--- src/rtl/dacbus_pkg.sv ---
package dacbus_pkg;
  localparam int BYTE_W = 8;
  localparam int WORD_W = 2 * BYTE_W;
  localparam int ADDR_W = 7;

  typedef enum logic [2:0] {
    S_IDLE,
    S_ADDR,
    S_ADDR_ACK,
    S_WR_BITS,
    S_WR_ACK,
    S_RD_BITS,
    S_RD_ACK
  } bus_state_t;
endpackage

--- src/rtl/dacbus_line_sync.sv ---
module dacbus_line_sync #(
  parameter int STAGES = 2
) (
  input  logic clk,
  input  logic rst,
  input  logic scl_in,
  input  logic sda_in,
  output logic sda_s,
  output logic scl_rise,
  output logic scl_fall,
  output logic start_det,
  output logic stop_det
);
  logic [1:0] raw, cur, prv;
  assign raw = {scl_in, sda_in};

  for (genvar g = 0; g < 2; g++) begin : g_line
    logic [STAGES-1:0] chain;
    always_ff @(posedge clk) begin
      if (rst) chain <= '1;
      else     chain <= {chain[STAGES-2:0], raw[g]};
    end
    assign cur[g] = chain[STAGES-1];
  end

  always_ff @(posedge clk) begin
    if (rst) prv <= 2'b11;
    else     prv <= cur;
  end

  assign sda_s     = cur[0];
  assign scl_rise  = cur[1] & ~prv[1];
  assign scl_fall  = ~cur[1] & prv[1];
  assign start_det = cur[1] & prv[1] & prv[0] & ~cur[0];
  assign stop_det  = cur[1] & prv[1] & ~prv[0] & cur[0];
endmodule

--- src/rtl/dacbus_slave_fsm.sv ---
module dacbus_slave_fsm
  import dacbus_pkg::*;
#(
  parameter logic [ADDR_W-1:0] DEV_ADDR     = 7'h0C,
  parameter int                ADDR_DC_BITS = 2
) (
  input  logic              clk,
  input  logic              rst,
  input  logic              scl_rise,
  input  logic              scl_fall,
  input  logic              sda_s,
  input  logic              start_det,
  input  logic              stop_det,
  input  logic [WORD_W-1:0] word_in,
  output logic              sda_pull,
  output logic              hi_we,
  output logic              lo_we,
  output logic              clr,
  output logic [BYTE_W-1:0] byte_out
);
  localparam logic [ADDR_W-1:0] ADDR_MASK = 7'h7F << ADDR_DC_BITS;
  localparam logic [3:0]        LAST_BIT  = 4'(BYTE_W);

  bus_state_t        state;
  logic [3:0]        cnt;
  logic [BYTE_W-1:0] sh;
  logic [WORD_W-1:0] tx;
  logic              second, ack_ok;
  logic              byte_done, addr_hit;

  assign byte_done = scl_fall && (cnt == LAST_BIT);
  assign addr_hit  = ((sh[BYTE_W-1:1] ^ DEV_ADDR) & ADDR_MASK) == '0;
  assign hi_we     = (state == S_WR_BITS) && byte_done && !second;
  assign lo_we     = (state == S_WR_BITS) && byte_done && second;
  assign clr       = (state == S_RD_ACK) && scl_fall && second;
  assign byte_out  = sh;

  always_ff @(posedge clk) begin
    if (rst) begin
      state <= S_IDLE; sda_pull <= 1'b0; cnt <= '0; sh <= '0;
      tx <= '0; second <= 1'b0; ack_ok <= 1'b0;
    end else if (start_det) begin
      state <= S_ADDR; sda_pull <= 1'b0; cnt <= '0;
    end else if (stop_det) begin
      state <= S_IDLE; sda_pull <= 1'b0;
    end else begin
      case (state)
        S_ADDR, S_WR_BITS: begin
          if (scl_rise) begin
            sh  <= {sh[BYTE_W-2:0], sda_s};
            cnt <= cnt + 4'd1;
          end else if (byte_done) begin
            if (state == S_WR_BITS) begin
              state <= S_WR_ACK; sda_pull <= 1'b1;
            end else if (addr_hit) begin
              state <= S_ADDR_ACK; sda_pull <= 1'b1;
            end else begin
              state <= S_IDLE;
            end
          end
        end
        S_ADDR_ACK: if (scl_fall) begin
          cnt <= '0; second <= 1'b0;
          if (sh[0]) begin
            state <= S_RD_BITS; tx <= word_in; sda_pull <= ~word_in[WORD_W-1];
          end else begin
            state <= S_WR_BITS; sda_pull <= 1'b0;
          end
        end
        S_WR_ACK: if (scl_fall) begin
          sda_pull <= 1'b0; cnt <= '0;
          if (!second) begin second <= 1'b1; state <= S_WR_BITS; end
          else state <= S_IDLE;
        end
        S_RD_BITS: begin
          if (scl_rise) cnt <= cnt + 4'd1;
          else if (scl_fall) begin
            tx <= tx << 1;
            if (cnt == LAST_BIT) begin
              sda_pull <= 1'b0; state <= S_RD_ACK;
            end else begin
              sda_pull <= ~tx[WORD_W-2];
            end
          end
        end
        S_RD_ACK: begin
          if (scl_rise) ack_ok <= ~sda_s;
          else if (scl_fall) begin
            if (ack_ok && !second) begin
              second <= 1'b1; cnt <= '0; state <= S_RD_BITS;
              sda_pull <= ~tx[WORD_W-1];
            end else begin
              state <= S_IDLE;
            end
          end
        end
        default: ;
      endcase
    end
  end

  assert_start_rearms_R3: assert property (@(posedge clk) disable iff (rst)
    start_det |=> (state == S_ADDR) && !sda_pull && (cnt == 4'd0));
  assert_stop_idles_R3: assert property (@(posedge clk) disable iff (rst)
    (stop_det && !start_det) |=> (state == S_IDLE) && !sda_pull);
  assert_ack_held_R4: assert property (@(posedge clk) disable iff (rst)
    ((state == S_ADDR_ACK) || (state == S_WR_ACK)) && !scl_fall && !start_det && !stop_det
      |=> sda_pull);
  assert_master_slot_free_R9: assert property (@(posedge clk) disable iff (rst)
    (state == S_RD_ACK) |-> !sda_pull);
  assert_idle_quiet_R2: assert property (@(posedge clk) disable iff (rst)
    (state == S_IDLE) |-> !sda_pull);
endmodule

--- src/rtl/dacbus_word_regs.sv ---
module dacbus_word_regs
  import dacbus_pkg::*;
#(
  parameter int CODE_W   = 10,
  parameter int CODE_LSB = 4,
  parameter int PD_BIT   = 15
) (
  input  logic              clk,
  input  logic              rst,
  input  logic              hi_we,
  input  logic              lo_we,
  input  logic              clr,
  input  logic [BYTE_W-1:0] byte_in,
  output logic [WORD_W-1:0] word,
  output logic [CODE_W-1:0] dac_code,
  output logic              pwr_down
);
  logic [WORD_W-1:0] next_word;
  assign next_word = {word[WORD_W-1:BYTE_W], byte_in};

  always_ff @(posedge clk) begin
    if (rst || clr)  word <= '0;
    else if (hi_we)  word[WORD_W-1:BYTE_W] <= byte_in;
    else if (lo_we)  word[BYTE_W-1:0] <= byte_in;
  end

  always_ff @(posedge clk) begin
    if (rst) begin
      dac_code <= '0; pwr_down <= 1'b0;
    end else if (lo_we) begin
      dac_code <= next_word[CODE_LSB +: CODE_W];
      pwr_down <= next_word[PD_BIT];
    end
  end

  assert_commit_only_R6: assert property (@(posedge clk) disable iff (rst)
    !lo_we |=> $stable(dac_code) && $stable(pwr_down));
  assert_read_clears_R8: assert property (@(posedge clk) disable iff (rst)
    clr |=> (word == '0));
endmodule

--- src/rtl/dacbus_slave_top.sv ---
module dacbus_slave_top
  import dacbus_pkg::*;
#(
  parameter logic [ADDR_W-1:0] DEV_ADDR     = 7'h0C,
  parameter int                ADDR_DC_BITS = 2,
  parameter int                SYNC_STAGES  = 2,
  parameter int                CODE_W       = 10
) (
  input  logic              clk,
  input  logic              rst,
  input  logic              scl_in,
  input  logic              sda_in,
  output logic              sda_pull,
  output logic [CODE_W-1:0] dac_code,
  output logic              pwr_down
);
  logic sda_s, scl_rise, scl_fall, start_det, stop_det;
  logic hi_we, lo_we, clr;
  logic [BYTE_W-1:0] byte_bus;
  logic [WORD_W-1:0] word;

  dacbus_line_sync #(.STAGES(SYNC_STAGES)) u_sync (
    .clk(clk), .rst(rst), .scl_in(scl_in), .sda_in(sda_in), .sda_s(sda_s),
    .scl_rise(scl_rise), .scl_fall(scl_fall), .start_det(start_det), .stop_det(stop_det)
  );

  dacbus_slave_fsm #(.DEV_ADDR(DEV_ADDR), .ADDR_DC_BITS(ADDR_DC_BITS)) u_fsm (
    .clk(clk), .rst(rst), .scl_rise(scl_rise), .scl_fall(scl_fall), .sda_s(sda_s),
    .start_det(start_det), .stop_det(stop_det), .word_in(word), .sda_pull(sda_pull),
    .hi_we(hi_we), .lo_we(lo_we), .clr(clr), .byte_out(byte_bus)
  );

  dacbus_word_regs #(.CODE_W(CODE_W), .CODE_LSB(4), .PD_BIT(WORD_W - 1)) u_regs (
    .clk(clk), .rst(rst), .hi_we(hi_we), .lo_we(lo_we), .clr(clr), .byte_in(byte_bus),
    .word(word), .dac_code(dac_code), .pwr_down(pwr_down)
  );
endmodule

--- config.mk ---
export PLATFORM = sky130hd
export DESIGN_NAME = dacbus_slave_top
export DESIGN_NICKNAME = d
export VERILOG_FILES = /design/src/rtl/dacbus_pkg.sv /design/src/rtl/dacbus_line_sync.sv /design/src/rtl/dacbus_slave_fsm.sv /design/src/rtl/dacbus_word_regs.sv /design/src/rtl/dacbus_slave_top.sv
export SDC_FILE = /design/constraint.sdc
export NUM_CORES = 1
export LEC_CHECK = 0
export BUFFER_PORTS_ARGS = -buffer_cell sky130_fd_sc_hd__buf_2
export CAP_MARGIN = 40
export CORE_MARGIN = 2
export CORE_UTILIZATION = 30
export CTS_CLUSTER_SIZE = 30
export DETAILED_ROUTE_END_ITERATION = 16
export REMOVE_ABC_BUFFERS = 1
export SYNTH_ARGS = -nofsm -noshare
export SYNTH_HDL_FRONTEND = slang
export SYNTH_SLANG_ARGS = --single-unit
--- constraint.sdc ---
create_clock -name clk -period 2.15 [get_ports clk]
set_input_delay 0.43 -clock clk [delete_from_list [all_inputs] [get_ports clk]]
set_output_delay 0.43 -clock clk [all_outputs]
set_load 0.005 [all_outputs]
==> results of run 1 <==
==> metrics by stage <==
stage          setup slack [ns]  cell area (µm²)  TNS, ns  utilization (%)  power [mW]
4_1_cts                   0.205             3530        0             35.8        2.40
3_5_place_dp              0.207             3330        0             33.8        1.34
3_3_place_gp              0.253             3330        0             33.8        1.34
6_report                  0.171             3530        0             35.8        2.37
2_1_floorplan            -0.855             2930   -16.07                -        1.31
5_1_grt                  0.0166             3530        0             35.8        2.45
==> layout make-up <==
type	instances	area, µm²	share of cell area (%)
Clock buffer	9	124	3.51
Multi-Input combinational cell	275	1550	44.0
Inverter	10	37.5	1.06
Clock inverter	7	76.3	2.16
Timing Repair Buffer	34	230	6.52
Tap cell	133	166	4.71
Sequential cell	67	1340	38.0
==> layer usage <==
| metal | up-vias | GRT usage (%) |
|---|---|---|
| li1 | 1357 | - |
| met1 | 1264 | 18.3 |
| met2 | 85 | 22.2 |
| met3 | 16 | 3.06 |
| met4 | 0 | 6.95 |
| met5 | - | 0 |
==> cell usage after synthesis, drive strengths merged, types with 2 or more instances <==
cell | count | area share, %
a21oi | 46 | 7.6
a311oi | 15 | 4.3
a31oi | 2 | 0.41
and3 | 2 | 0.41
buf | 15 | 2.9
clkbuf | 13 | 1.6
dfxtp | 67 | 44
ha | 2 | 0.82
inv | 10 | 1.2
mux2i | 9 | 2.9
nand2 | 80 | 9.8
nand2b | 9 | 2.1
nand3 | 19 | 3.1
nand3b | 3 | 0.73
nor2 | 31 | 3.8
nor2b | 5 | 1.0
nor3 | 4 | 1.0
nor4 | 2 | 1.1
o21ai | 9 | 1.5
o221ai | 2 | 0.57
o311ai | 2 | 1.1
o31ai | 5 | 1.2
or2 | 7 | 1.4
or3 | 5 | 1.0
or4 | 3 | 0.73
==> worst max-delay path, stage by stage, from the launching register on <==
cell	delay [ns]
dfxtp_1	0.60
nand2_1	0.18
a21oi_1	0.29
o311ai_4	0.18
or4_1	0.53
a21oi_1	0.13
==> kinds of logic after synthesis <==
family                     synth area share (%)
xor gates and xnor gates                  0.286
AOI/OAI and AO/OA                          19.3
and+or+nand+nor                            27.2
buffers and inverters                      5.71
muxes                                      2.94
DFF                                        43.8
adders and majority gates                 0.816
==> worst paths after layout <==
check / from / to / slack [ns] / depth (start not counted)
setup / recovery: u_fsm.state[2] / u_fsm.cnt[3] / 0.17 / 5
hold / removal: scl_in / u_sync.g_line[1].chain[0] / 0.27 / 2
hold reg to reg: u_sync.g_line[0].chain[0] / u_sync.g_line[0].chain[1] / 0.42 / 1
setup reg to reg: u_fsm.state[2] / u_fsm.cnt[3] / 0.17 / 5
==> cells in the final DEF (no fill, tap or decap), types with 15 or more instances in the layout <==
| cell type | netlist | layout |
|---|---|---|
| nand2_1 | 80 | 80 |
| dfxtp_1 | 67 | 67 |
| a21oi_1 | 45 | 45 |
| nor2_1 | 31 | 31 |
| nand3_1 | 19 | 19 |
| buf_4 | 3 | 18 |
| a311oi_1 | 15 | 15 |
| buf_2 | 11 | 15 |
==> flip-flops by register name (all words and copies together) (netlist names) <==
name / count
u_fsm.ack_ok: 1
u_regs.word: 16
u_fsm.state: 3
u_regs.dac_code: 10
u_sync.prv: 2
u_regs.pwr_down: 1
u_sync.g_line.chain: 4
u_fsm.sda_pull: 1
u_fsm.second: 1
u_fsm.byte_out: 8
u_fsm.cnt: 4
u_fsm.tx: 16
==> power by group through the flow <==
stage | sequential (mW) | clock (mW) | combinational, mW
2_1_floorplan | 1.28 | 0 | 0.0291
3_3_place_gp | 1.28 | 0 | 0.0635
3_5_place_dp | 1.28 | 0 | 0.0645
4_1_cts | 1.25 | 1.08 | 0.0649
5_1_grt | 1.25 | 1.12 | 0.0717
6_report | 1.25 | 1.05 | 0.0657
==> results.py, run 1 <==
metrics = {
    "die": {
        "boundaryPins": 16,
        "dieArea_um2": 11000,
        "rows": 36,
        "die_w_um": 105,
        "floorplan.initialDensity_pct": 31.1,
        "die_height_um": 105,
        "coreArea_um2": 9860,
    },
    "detailed_routing": {
        "wl_met1_mm": 3.56,
        "first_pass_iters": 5,
        "ant_nets": 0,
        "post_drt_wl_per_cell_um": 14.0,
        "drc": 0,
        "wl_met3_um": 347,
        "highest_layer": "met4",
        "vias_per_cell": 5.09,
        "drtIter0Drc": 181,
        "num_vias": 2722,
        "finalWirelength_mm": 7.48,
        "routed-wl-met2_mm": 3.40,
    },
    "run": {
        "drv_cap": 0,
    },
    "placement": {
        "dpl.hpwl_mm": 5.02,
        "gp_congestion": 0.893,
        "port_buffers": 15,
        "dp_cells": 519,
    },
    "sta": {
        "finalCritPeriodShare_pct": 92.0,
        "skew_ns": 0.0116,
        "finalHoldViolCount": 0,
        "setup_viol": 0,
        "grt_setup_unrepaired": "false",
        "tightest_slew_ns": 0.632,
        "finalCriticalPeriod_ns": 1.98,
        "slew_violations": 0,
        "maxSlewHeadroom_pct": 57.4,
        "fin_hold_ws_ns": 0.265,
        "timing.fmax_ghz": 0.505,
    },
    "finish": {
        "finish.cell_count_without_fillers": 535,
        "final_nets": 403,
        "area_growth_pct": 15.1,
        "n_antenna_cell": 0,
        "n_fill_cell": 1020,
        "drive_gt1_share_pct": 16.4,
    },
    "global_route": {
        "antenna_found_initial": 0,
        "grt_use_total_pct": 14.1,
        "grt_pass1_wl_mm": 12.6,
        "grt_pass1_vias": 2608,
        "grt_max_degree": 32,
        "grt_overflow_total": 0,
    },
    "synth": {
        "yosys_most_used_dff": "dfxtp_1",
        "async_flop_share_pct": 0,
        "ys_warn_count": 0,
        "ys_seq_elements": 67,
        "ys_seq_area_share_pct": 43.8,
        "postSynthAreaPerCell_um2": 8.07,
        "syn_area_um2": 3070,
        "synth_edf_count": 0,
        "yosys.cell_types.count": 46,
        "syn-instance-count": 380,
    },
    "power_and_ir_drop": {
        "p_int_mw": 1.81,
        "clkPwrFrac_pct": 44.5,
        "switching_share_pct": 23.8,
        "powerDensity_nw_per_um2": 672,
        "power.switching_mw": 0.565,
        "p_comb_share_pct": 2.8,
        "power_frac_seq_pct": 52.8,
        "p_leak_nw": 1.17,
        "ir_drop_uv": 541,
    },
    "worst_setup_path": {
        "critPathKind": "reg -> reg",
        "start_kind": "register",
        "end_kind": "register",
        "critPathMaxFanout": 14,
        "arrival_ns": 2.25,
        "required_ns": 2.42,
    },
    "clocking": {
        "clk_latency_ns": 0.34,
        "htreeDepth": 3,
        "post-cts-setup-buffers": 0,
        "holdBufCountCts": 0,
        "clkSinkCount": 67,
        "clk_pin_slew_worst_paths_ns": 0.08,
        "numCtsBuffers": 9,
        "cts.path.max_buffers": 2,
        "cts_resized": 0,
        "cts_tree": "done",
        "root_buffer": "clkbuf_8",
    },
    "min_path": {
        "min_path_type": "in -> reg",
    },
    "outcome": {
        "status": "finished, final reports clean",
    },
}
Power figures use the tool's default switching activity.
==> run 2, diff against run 1 <==
Settings changed: ABC_AREA set to 1.
==> run 2 against run 1 <==
Net effect: cell count up 6.2%; sequential share of layout area is 1.8 points higher; hold slack gained 0.0033 ns; fmax increased by 7.0%; critical endpoint is now u_fsm.tx[14].
==> results.py, run 2 <==
metrics = {
    "outcome": {
        "status": "finished, final reports clean",
    },
    "min_path": {
        "min_from": "sda_in",
        "min_path_type": "in -> reg",
        "holdPathEnd": "u_sync.g_line[0].chain[0]",
        "hold_depth": 2,
    },
    "clocking": {
        "clkSinkCount": 67,
        "holdBufCountCts": 0,
        "clk_pin_slew_worst_paths_ns": 0.07,
        "cts_tree": "done",
        "cts.path.max_buffers": 2,
        "clk_latency_ns": 0.34,
        "post-cts-setup-buffers": 0,
        "cts_resized": 0,
        "root_buffer": "clkbuf_8",
        "htreeDepth": 3,
        "numCtsBuffers": 9,
    },
    "worst_setup_path": {
        "critPathMaxFanout": 17,
        "rrSetupSlack_ns": 0.30,
        "rr_endpoint": "u_fsm.tx[14]",
        "critPathKind": "reg -> reg",
        "start_kind": "register",
        "required_ns": 2.43,
        "reg2reg_depth": 6,
        "end_kind": "register",
        "r2r_start": "u_fsm.state[2]",
        "arrival_ns": 2.13,
    },
    "sta": {
        "grt_setup_unrepaired": "false",
        "slew_violations": 0,
        "maxSlewHeadroom_pct": 48.5,
        "finalCriticalPeriod_ns": 1.85,
        "finalCritPeriodShare_pct": 86.0,
        "finalHoldViolCount": 0,
        "setup_viol": 0,
        "timing.fmax_ghz": 0.541,
        "tightest_slew_ns": 0.769,
        "skew_ns": 0.00776,
        "tns_ns": 0,
    },
    "power_and_ir_drop": {
        "ir_drop_uv": 334,
        "p_leak_nw": 1.41,
        "powerDensity_nw_per_um2": 953,
    },
    "placement": {
        "dpl.hpwl_mm": 4.82,
        "dp_cells": 553,
        "port_buffers": 15,
        "gp_congestion": 0.900,
    },
    "die": {
        "die_height_um": 103,
        "coreArea_um2": 9680,
        "die_w_um": 103,
        "floorplan.initialDensity_pct": 30.5,
        "boundaryPins": 16,
        "dieArea_um2": 10700,
        "rows": 36,
    },
    "global_route": {
        "grt_pass1_vias": 2484,
        "antenna_found_initial": 0,
        "grt_max_degree": 31,
        "grt_overflow_total": 0,
        "grt_use_total_pct": 14.0,
        "grt_pass1_wl_mm": 11.6,
    },
    "detailed_routing": {
        "post_drt_wl_per_cell_um": 11.9,
        "drc": 0,
        "first_pass_iters": 5,
        "drtIter0Drc": 261,
        "vias_per_cell": 4.66,
        "finalWirelength_mm": 6.76,
        "ant_nets": 0,
        "num_vias": 2646,
    },
    "synth": {
        "syn-instance-count": 416,
        "synth_area_leaders": "dfxtp_1 45%, o21ai_0 9.7%, nand2_1 9.4%",
        "synth_edf_count": 0,
        "ys_seq_elements": 67,
        "async_flop_share_pct": 0,
        "yosys_most_used_dff": "dfxtp_1",
        "synth.most_common_cell": "nand2_1",
        "synthTopCellsByCount": "74 x nand2_1, 68 x nor2_1, 67 x dfxtp_1, 57 x o21ai_0, 44 x a21oi_1",
        "postSynthAreaPerCell_um2": 7.10,
        "yosys.cell_types.count": 28,
        "ys_seq_area_share_pct": 45.4,
        "ys_warn_count": 0,
        "synth_top_cell_by_area": "dfxtp_1",
        "syn_area_um2": 2950,
        "yosys.area.top_type_share_pct": 45.4,
    },
    "finish": {
        "layout_commonest_cell": "nand2_1",
        "layout_common_cells": "74 x nand2_1, 68 x nor2_1, 67 x dfxtp_1, 57 x o21ai_0, 44 x a21oi_1",
        "area_growth_pct": 14.1,
        "finish.cell_count_without_fillers": 568,
        "drive_gt1_share_pct": 13.3,
        "n_antenna_cell": 0,
        "final_nets": 437,
        "largestRegisters": "u_fsm.tx x16, u_regs.word x16, u_regs.dac_code x10",
    },
    "run": {
        "drv_cap": 0,
    },
}
[run 2: final cells by class]
type	instances	area (µm²)
clock inverter	4	73.8
clock buffer	11	151
sequential	67	1340
tap	133	166
fill	1003	6310
inverter	42	158
multi-input combinational	291	1370
timing repair buffer	20	113
[run 2: metrics by stage]
stage | area [µm²] | hold slack [ns] | worst slack [ns] | power, mW | util (%)
5_1_grt | 3370 | 0.267 | 0.0837 | 3.38 | 34.8
3_3_place_gp | 3140 | 0.391 | 0.412 | 2.04 | 32.5
6_report | 3370 | 0.269 | 0.301 | 3.21 | 34.8
4_1_cts | 3370 | 0.254 | 0.339 | 3.23 | 34.8
2_1_floorplan | 2870 | 0.389 | 0.511 | 1.89 | -
3_5_place_dp | 3140 | 0.394 | 0.350 | 2.03 | 32.5
[run 2: power by group]
group | internal (mW) | total [mW] | switching (mW)
logic | 0.209 | 0.619 | 0.410
clock network | 0.710 | 1.20 | 0.489
registers | 1.31 | 1.39 | 0.0816
total | 2.23 | 3.21 | 0.981
[run 2: kinds of logic (layout without fill, tap and decap cells)]
| logic type | Yosys count | in the layout | share of synthesized area, % |
|---|---|---|---|
| AO/OA/AOI/OAI | 110 | 110 | 18.8 |
| buffers and inverters | 58 | 77 | 8.34 |
| XOR/XNOR | 1 | 1 | 0.297 |
| flip-flops | 67 | 67 | 45.4 |
| AND/OR/NAND/NOR | 178 | 178 | 26.3 |
| adder cells (fa/ha/maj) | 2 | 2 | 0.847 |
[run 2: how the worst max path moves through the flow]
stage	slack [ns]	to	cells past startpoint	startpoint
2_1_floorplan	0.51	u_regs.word[0]	8	u_fsm.cnt[0]
3_3_place_gp	0.41	u_fsm.tx[14]	6	u_fsm.state[2]
3_5_place_dp	0.35	u_fsm.tx[2]	6	u_fsm.state[2]
4_1_cts	0.34	u_fsm.tx[14]	6	u_fsm.state[2]
5_1_grt	0.08	u_fsm.tx[5]	6	u_fsm.state[2]
6_report	0.30	u_fsm.tx[14]	6	u_fsm.state[2]
[run 2: worst max-delay path, stage by stage (launching register included)]
cell and delay [ns]:
dfxtp_1 0.60, nand3_2 0.31, nand2_1 0.23, nand3b_4 0.20, inv_2 0.26, nor2_1 0.08, nor2_1 0.10
[run 2: layer usage]
metal / vias to the layer above / global-route usage, % / share of wire [%] / wire, µm
met2: 66 / 21.1 / 45 / 3030
li1: 1370 / - / - / -
met5: - / 0 / 0 / 0
met1: 1198 / 19.0 / 48 / 3250
met3: 12 / 3.83 / 5.4 / 367
met4: 0 / 5.47 / 1.7 / 118
==> run 3, diff against run 2 <==
Clock period 2.15 ns to 1.7 ns, I/O delays scaled along.
==> run 3 against run 2 <==
Net effect: wire length grew 8.6%; via count grew 2.0%; sequential share of layout area shrank 1.6 points; largest cell class unchanged.
==> results.py, run 3 (synthesis gave the netlist of run 2 again) <==
metrics = {
    "sta": {
        "timing.fmax_ghz": 0.631,
        "finalCriticalPeriod_ns": 1.58,
        "slew_violations": 0,
        "skew_ns": 0.0119,
        "tns_ns": 0,
        "maxSlewHeadroom_pct": 65.5,
        "setup_viol": 0,
        "finalHoldViolCount": 0,
        "finalCritPeriodShare_pct": 93.2,
        "tightest_slew_ns": 0.517,
    },
    "placement": {
        "port_buffers": 15,
        "post_dp_cell_area_um2": 3230,
        "dpl.hpwl_mm": 5.16,
        "gp_congestion": 0.921,
    },
    "finish": {
        "multiInputGateArea_um2": 1430,
        "layout_commonest_cell": "nand2_1",
        "final_nets": 449,
        "area_growth_pct": 19.4,
        "largestRegisters": "u_fsm.tx x16, u_regs.word x16, u_regs.dac_code x10",
        "drive_gt1_share_pct": 19.2,
        "regArea_um2": 1350,
        "layout_common_cells": "70 x nand2_1, 63 x nor2_1, 63 x dfxtp_1, 57 x o21ai_0, 44 x a21oi_1",
        "n_antenna_cell": 0,
        "n_fill_cell": 1030,
        "utilization_pct": 36.4,
        "final_cell_area_um2": 3530,
    },
    "worst_setup_path": {
        "critPathKind": "reg -> reg",
        "rrSetupSlack_ns": 0.12,
        "end_kind": "register",
        "required_ns": 1.96,
        "reg2reg_depth": 8,
        "start_kind": "register",
        "rr_endpoint": "u_fsm.tx[15]",
        "r2r_start": "u_fsm.state[2]",
        "arrival_ns": 1.84,
        "critPathMaxFanout": 12,
    },
    "min_path": {
        "hold_depth": 2,
        "min_from": "scl_in",
        "min_path_type": "in -> reg",
        "holdPathEnd": "u_sync.g_line[1].chain[0]",
    },
    "clocking": {
        "clk_pin_slew_worst_paths_ns": 0.08,
        "root_buffer": "clkbuf_8",
        "holdBufCountCts": 0,
        "clkSinkCount": 67,
        "cts.path.max_buffers": 2,
        "clk_latency_ns": 0.37,
        "cts_tree": "done",
        "numCtsBuffers": 9,
        "htreeDepth": 3,
    },
    "die": {
        "rows": 36,
        "dieArea_um2": 10700,
        "die_height_um": 103,
        "floorplan.initialDensity_pct": 30.5,
        "boundaryPins": 16,
        "die_w_um": 103,
        "coreArea_um2": 9680,
    },
    "global_route": {
        "grt_overflow_total": 0,
        "grt_pass1_wl_mm": 11.9,
        "grt_max_degree": 29,
        "grt_use_total_pct": 14.5,
        "antenna_found_initial": 0,
        "grt_pass1_vias": 2482,
    },
    "detailed_routing": {
        "post_drt_wl_per_cell_um": 12.6,
        "drtIter0Drc": 158,
        "drc": 0,
        "vias_per_cell": 4.64,
        "ant_nets": 0,
        "finalWirelength_mm": 7.34,
        "num_vias": 2698,
        "first_pass_iters": 4,
    },
    "power_and_ir_drop": {
        "p_leak_nw": 1.46,
        "ir_drop_uv": 622,
        "powerDensity_nw_per_um2": 1160,
    },
    "outcome": {
        "status": "finished, final reports clean",
    },
    "run": {
        "drv_cap": 0,
    },
}
[run 3: cell count changes in the layout (fill, tap and decap cells not counted), moves of 3 or more]
cell	previous run	this run
buf_4	5	15
dfxtp_1	67	63
dfxtp_2	0	4
inv_6	0	3
nand2_1	74	70
nand2_2	2	6
nor2_1	68	63
nor2_4	3	6
[run 3: through the flow]
step | setup WS (ns) | hold slack, ns | cells | total power [mW]
2_1_floorplan | 0.0614 | 0.389 | 400 | 2.39
3_3_place_gp | -0.0589 | 0.392 | 563 | 2.63
3_5_place_dp | -0.0586 | 0.393 | 563 | 2.64
4_1_cts | 0.00317 | 0.153 | 579 | 4.03
5_1_grt | -0.00212 | 0.148 | 581 | 4.32
6_report | 0.116 | 0.162 | 581 | 4.08
[run 3: layout make-up]
type | instances | area share (%)
sequential | 67 | 38.2
clock buffer | 9 | 3.51
clock inverter | 7 | 2.38
tap | 133 | 4.72
timing repair buffer | 31 | 5.89
inverter | 42 | 4.68
multi-input combinational | 292 | 40.6
[run 3: worst max-delay path by stage]
| stage | to | slack [ns] | cells after the start | start |
|---|---|---|---|---|
| final | u_fsm.tx[15] | 0.12 | 8 | u_fsm.state[2] |
| after global routing | u_fsm.tx[15] | -0.002 | 10 | u_sync.prv[1] |
| after CTS | u_regs.word[5] | 0.003 | 8 | u_fsm.cnt[0] |
| after detailed placement | u_fsm.tx[13] | -0.06 | 6 | u_fsm.state[2] |
| after global placement | u_fsm.tx[1] | -0.06 | 6 | u_fsm.state[2] |
| after floorplan | u_regs.word[0] | 0.06 | 8 | u_fsm.cnt[0] |
[run 3: routing by layer]
layer | part of all wire (%) | vias to the layer above | wire (µm) | track usage [%]
li1 | - | 1404 | - | -
met1 | 47 | 1217 | 3450 | 18.4
met2 | 46 | 59 | 3360 | 23.0
met3 | 4.6 | 18 | 339 | 4.03
met4 | 2.6 | 0 | 189 | 6.88
met5 | 0 | - | 0 | 0
[run 3: worst max-delay path: stages (launching register included)]
cell	delay, ns
dfxtp_2	0.49
nor2_4	0.10
nand2_2	0.08
inv_2	0.04
nor2_4	0.22
nand3b_4	0.19
buf_4	0.18
o21ai_1	0.13
nor2_1	0.05
[run 3: power by group]
group / internal (mW) / switching (mW)
Sequential: 1.66 / 0.106
Combinational: 0.332 / 0.586
Clock: 0.701 / 0.691
Total: 2.70 / 1.38
[run 3: timing repair]
item	in CTS	in global routing
gates cloned	0	1
setup endpoints to repair	30	39
pin swaps	0	2
setup buffers	0	1
gates resized for setup	4	19
endpoints found under the hold margin	0	0
